**src/rtl/sp_limit_guard.sv**
```systemverilog
module sp_limit_guard #(
  parameter int DW = 32
) (
  input  logic          clk,
  input  logic          rst_n,
  input  logic          grow_up,
  input  logic          upd_valid,
  input  logic [1:0]    upd_op,
  input  logic [DW-1:0] upd_val,
  input  logic          cfg_we,
  input  logic [1:0]    cfg_sel,
  input  logic [DW-1:0] cfg_wdata,
  output logic [DW-1:0] sp,
  output logic [DW-1:0] limit,
  output logic [DW-1:0] fault_addr,
  output logic          fault_flag,
  output logic          ovf_pulse
);

  localparam logic [DW-1:0] WMASK = {{(DW-2){1'b1}}, 2'b00};
  localparam logic [1:0] OP_PUSH = 2'b00, OP_POP = 2'b01, OP_LOAD = 2'b10, OP_NOP = 2'b11;
  localparam logic [1:0] SEL_SP = 2'b00, SEL_LIM = 2'b01, SEL_STAT = 2'b10;

  logic [DW-1:0] amt;
  logic [DW:0]   inc, dec, toward, away, prop;
  logic          sp_wr, active, checked, over, fault;

  assign amt    = upd_val & WMASK;
  assign inc    = {1'b0, sp} + {1'b0, amt};
  assign dec    = {1'b0, sp} - {1'b0, amt};
  assign toward = grow_up ? inc : dec;
  assign away   = grow_up ? dec : inc;

  always_comb begin
    case (upd_op)
      OP_PUSH: prop = toward;
      OP_POP:  prop = {1'b0, away[DW-1:0]};
      OP_LOAD: prop = {1'b0, upd_val & WMASK};
      default: prop = {1'b0, sp};
    endcase
  end

  assign sp_wr   = cfg_we && (cfg_sel == SEL_SP);
  assign active  = upd_valid && !sp_wr && (upd_op != OP_NOP);
  assign checked = (upd_op == OP_PUSH) || (upd_op == OP_LOAD);
  assign over    = prop[DW] || (grow_up ? (prop[DW-1:0] > limit) : (prop[DW-1:0] < limit));
  assign fault   = active && checked && (limit != '0) && over;

  always_ff @(posedge clk or negedge rst_n) begin
    if (!rst_n) begin
      sp         <= '0;
      limit      <= '0;
      fault_addr <= '0;
      fault_flag <= 1'b0;
      ovf_pulse  <= 1'b0;
    end else begin
      ovf_pulse <= fault;
      if (sp_wr)
        sp <= cfg_wdata & WMASK;
      else if (active && !fault)
        sp <= prop[DW-1:0];
      if (cfg_we && cfg_sel == SEL_LIM)
        limit <= cfg_wdata & WMASK;
      if (fault) begin
        fault_addr <= prop[DW-1:0];
        fault_flag <= 1'b1;
      end else if (cfg_we && cfg_sel == SEL_STAT && cfg_wdata[0]) begin
        fault_flag <= 1'b0;
      end
    end
  end

endmodule

```
**config.mk**
```make
export PLATFORM = sky130hd
export DESIGN_NAME = sp_limit_guard
export DESIGN_NICKNAME = d
export VERILOG_FILES = /design/src/rtl/sp_limit_guard.sv
export SDC_FILE = /design/constraint.sdc
export NUM_CORES = 1
export LEC_CHECK = 0
export BUFFER_PORTS_ARGS = -buffer_cell sky130_fd_sc_hd__buf_2
export CAP_MARGIN = 20
export CORE_UTILIZATION = 40
export DETAILED_ROUTE_END_ITERATION = 6
export PLACE_DENSITY = 0.68
export SYNTH_ARGS = -nofsm -noshare
export SYNTH_HDL_FRONTEND = slang
export SYNTH_SLANG_ARGS = --single-unit
export TNS_END_PERCENT = 5
```
**constraint.sdc**
```tcl
create_clock -name clk -period 6.6 [get_ports clk]
set_input_delay 0.66 -clock clk [delete_from_list [all_inputs] [get_ports clk]]
set_output_delay 0.66 -clock clk [all_outputs]
set_load 0.05 [all_outputs]
```
# Yosys cells after proc, flatten, opt, wreduce, memory -nomap -nowiden
# Index checks and enable logic that the tools add are counted.
# Widths: inputs -> output; s select.
totals:
  ff_bits: 96
  latchBits: 0
  ram_bits: 0
  mem_bits_ro: 0
  input_bits: 73
  output_inout_bits: 98
  wordCells: 41
  memories: 0
classes:
  add_sub_neg: 2
  multipliers: 0
  n_div: 0
  order_cmp: 2
  eq_ne: 5
  shifts: 0
  mux: 8
  bitwise: 0
  reduce_logical: 19
ops:
  columns: ["op", "n"]
  rows:
  - ["$pmux 33 s3", 1]
  - ["$mux 32", 3]
  - ["$add 32x32->33", 1]
  - ["$mux 33", 1]
  - ["$sub 32x32->33", 1]
  - ["$gt 32x32->1", 1]
  - ["$lt 32x32->1", 1]
  - ["$reduce_bool 32->1", 1]
  - ["$logic_and 1x1->1", 10]
  - ["$eq 2x1->1 const B", 2]
  - ["$eq 2x2->1 const B", 2]
  - ["$logic_not 2->1", 2]
  - ["$reduce_bool 2->1", 2]
  - ["$mux 1", 3]
  - ["$logic_not 1->1", 2]
  - ["$logic_or 1x1->1", 2]
  - ["$ne 2x2->1 const B", 1]

# Logic depth before layout (Yosys ltp)
logic_depth:
  depth_word: 12
  mapped_depth: 24
  depth_no_buf: 22

# Worst setup path after synthesis
# No wires, ideal clock.
synth_timing:
  kind: "register to register"
  start: "register sp[2]"
  end: "register sp[24]"
  setup_time_ns: 0.123
  t_arrival_ns: 5.478
  required_ns: 6.477
  slack_ns: 0.999
  stages_incl_launch_ff: 22
  path_buffers: 1
  period_less_slack_ns: 5.601
  path_cell_list: "dfrtp_1 > ha_1 > inv_1 > fa_1 > o21bai_1 > a211oi_1 > o311ai_2 > a31oi_1 > nor2_1 > o32ai_1 > xnor2_1 > o21ai_0 > ha_1 > nor2b_1 > o31a_1 > or4_4 > a2111oi_4 > mux2i_1 > nand2_2 > or3_1 > buf_2 > o221a_2"
synth_between:
  elab_chain_len: 10
  word_cells_on_any_way: 15
  classes_between: "2 x add/sub; 2 x order compare; 6 x mux; 5 x reduce/logical"
synth_rtl:
  columns: ["item", "line_no", "rtl"]
  rows:
  - ["start, declared", "13", "output logic [DW-1:0] sp,"]
  - ["start signal, assigned", "59", "sp <= cfg_wdata & WMASK;"]
  - ["start signal, assigned", "61", "sp <= prop[DW-1:0];"]
  - ["$add 32x32->33 / $sub 32x32->33 (equally long branches)", "29, 30", null]
  - ["$mux 32 / $mux 33 (equally long branches)", "32, 31", null]
  - ["$pmux 33 s3 (*)", "35", "case (upd_op)"]
  - ["net prop[14]", "25", "logic [DW:0] inc, dec, toward, away, prop;"]
  - ["$lt 32x32->1 / $gt 32x32->1 (equally long branches)", "46", "assign over = prop[DW] || (grow_up ? (prop[DW-1:0] > limit) : (prop[DW-1:0] < limit));"]
  - ["$mux 1 (*)", "46", null]
  - ["$logic_or 1x1->1 (*)", "46", null]
  - ["$logic_and 1x1->1 (*)", "47", "assign fault = active && checked && (limit != '0) && over;"]
  - ["$logic_not 1->1 (*)", "60", "else if (active && !fault)"]
  - ["$logic_and 1x1->1 (*)", "60", null]
  - ["$reduce_bool 2->1 (no source line) (*)", null, null]
# Mark *: on every way through the listed nets, which the timed path passes. The rest lies on a longest branch. The select of a mux whose other input is x is not followed.
# A chain may end at the register's enable or synchronous reset.

# Final worst setup path
layout_timing:
  start: "register sp[8]"
  end: "register sp[11]"
# The elaborated chain is that of the path after synthesis.

==> metrics.csv <==
metric;value;unit
clockBufferDepth;2;
die_x;153;um
drv_slew;0;
start_util;0.413;
p_int;2270;uW
synth_cell_type_count;90;
cp-start-kind;register;
maxCapViolCount;0;
clkTransAtPathRegs;0.07;ns
wl_per_cell;20.3;um
cp.arrival;6.38;ns
floorplan.io_pins;171;
ys_ff_latch;96;
clk_latency;0.34;ns
yosysMostFrequentCell;dfrtp_1;
pwr-share-seq;0.207;
p_leak;0.00500;uW
synth_edf_count;0;
gr-total-overflow;0;
gp_congestion;0.962;
place_ws;0.241;ns
place_hpwl;24700;um
power.total;5080;uW
drt_iter0_markers;763;
seq_area_frac_synth;0.262;
synth_ff_type;dfrtp_1;
setup_tns;0;ns
die_y;153;um
sw_frac_of_total;0.553;
cts.sinks;96;
grt_max_degree;68;
grt_usage;0.264;
num-nets-final;1416;
power_switching;2810;uW
netlist_area;9160;sq um
core;22200;sq um
cts_max_level;3;
hold_viol;0;
worst_slew_pin_slew;0.852;ns
via_count;9045;
place_inst;1520;
drc_errors;0;
yosysTopAreaCellShare;0.262;
fin_hold_ws;0.236;ns
setup_violations;0;
synth-async-reset-ratio;1.00;
die_area;23500;sq um
rsz0062_at_grt;no;
fin_cells;1536;
drtPass1Iterations;5;
drive_gt1_frac;0.237;
cp.required;6.83;ns
fin_ws;0.444;ns
grt_pass1_vias;8775;
cts_root_buffer;clkbuf_16;
io_buffer_count;165;
ys_warn_count;0;
clock_skew;0.00925;ns
avgViaCountPerCell;5.89;
cts_hold_buf;0;
status;finished, final reports clean;
cts_tree;built;
cp-end-kind;register;
area_delta_synth_final;16.2;%
p_clk_frac;0.105;
cp_max_fo;10;
synthTopCellsByArea;dfrtp_1, ha_1, mux2_2;
syn_inst;1101;
fin_crit;6.16;ns
cts_resized;0;
grt_first_pass_wirelength;48800;um
routed_wirelength;31200;um
cts_setup_buffers;0;
hp-class;in -> async;
fmax;162;MHz
diodes;0;
p_per_area;478;nW/um^2
numCtsBuffers;9;
path_class;reg -> reg;
placementRows;54;
comb_power_share;0.688;
relSlewSlack;0.432;
syn_avg_cell_area;8.32;sq um
synth_common_cells;dfrtp_1, inv_1, ha_1, nand2_1, a21oi_1;
antenna_left;0;
antenna_found_initial;0;
synth_top_cell_by_area;dfrtp_1;
worst_ir_drop_vdd;0.338;mV
period_share;0.933;
==> critical path, cell delays in order, from the launching register on <==
cell	delay, ns
dfrtp_1	0.45
ha_1	0.44
nor2b_1	0.18
or4_1	0.49
a311oi_1	0.34
buf_4	0.19
nor2_1	0.11
o21ai_1	0.25
nor2_1	0.08
a211oi_1	0.25
o211ai_1	0.31
ha_1	0.41
a2111oi_0	0.47
nand2_1	0.09
a31oi_1	0.18
nor4_1	0.12
a2111oi_4	0.32
mux2i_1	0.31
nand2_2	0.15
or3_1	0.55
o221a_2	0.34
==> metal layers <==
| metal | vias up | share of wire | track usage | routed length [um] |
|---|---|---|---|---|
| met5 | - | 0 | 0 | 0 |
| met4 | 0 | 0.028 | 0.0943 | 885 |
| met2 | 372 | 0.44 | 0.419 | 13900 |
| met3 | 51 | 0.062 | 0.0261 | 1940 |
| li1 | 4313 | - | - | - |
| met1 | 4309 | 0.46 | 0.372 | 14500 |
==> logic make-up after synthesis <==
family	Yosys count	synth area share
AND/OR/NAND/NOR	313	0.172
flip-flops	96	0.262
XOR/XNOR	25	0.0239
multiplexers	76	0.0915
other	1	0.000409
buffers and inverters	158	0.0715
AO/OA/AOI/OAI	340	0.251
adder cells (fa/ha/maj)	92	0.127
==> final timing paths <==
| kind | start | end | slack, ns | cells past startpoint |
|---|---|---|---|---|
| min reg2reg | fault_flag | fault_flag | 0.48 | 1 |
| min | rst_n | fault_addr[5] | 0.24 | 1 |
| min in group clk | fault_flag | fault_flag | 0.48 | 1 |
| max | sp[8] | sp[11] | 0.44 | 20 |
| max in group asynchronous | rst_n | fault_addr[27] | 5.16 | 2 |
| max reg2reg | sp[8] | sp[11] | 0.44 | 20 |
==> cells in the final DEF (no fill, tap or decap), types with 5 or more instances in the layout <==
cell and n:
nor4_1 19, nor2b_1 18, o21bai_1 8, buf_2 164, o221a_2 7, a211o_1 5
a221o_1 6, nand4_1 13, and3_1 9, o211ai_1 12, o31ai_1 15, nand3_1 21
nand2b_1 22, o311ai_0 7, o21a_1 14, o221ai_1 10, a211oi_1 12, inv_1 94
mux2_2 58, or3_1 7, a31oi_1 11, and2_1 10, mux2i_1 17, o31a_1 6
nand2_1 81, buf_4 36, clkbuf_16 9, dfrtp_1 96, a21o_1 9, ha_1 90
nor2_1 72, nor3_1 17, o21ai_1 14, o21ai_0 76, a21oi_1 77, xnor2_1 22
==> through the flow <==
step,cell area [sq um],utilization
after global routing,10600,0.480
after global placement,10300,0.466
after detailed placement,10300,0.466
final,10600,0.480
after CTS,10600,0.480
after floorplan,9160,-
==> sequential cells by signal, indices dropped and copies added, names as in the netlist <==
| name | count |
|---|---|
| fault_flag | 1 |
| limit | 30 |
| ovf_pulse | 1 |
| fault_addr | 32 |
| sp | 32 |
==> power groups by stage <==
stage                     Clock, uW  Combinational [uW]  Sequential (uW)
after floorplan                   0                1830             1720
after global placement            0                3410             1050
after detailed placement          0                3430             1060
after CTS                       543                3450             1050
after global routing            562                3770             1080
final                           532                3500             1050
==> layout make-up <==
| class | count | area, sq um |
|---|---|---|
| repair buffers | 201 | 1110 |
| inverters | 95 | 357 |
| fillers | 2181 | 11500 |
| clock inverters | 6 | 68.8 |
| flip-flops and latches | 96 | 2400 |
| clock buffers | 10 | 239 |
| multi-input cells | 848 | 6110 |
| well taps | 280 | 350 |
No activity file was read; power rests on OpenSTA's default activity.
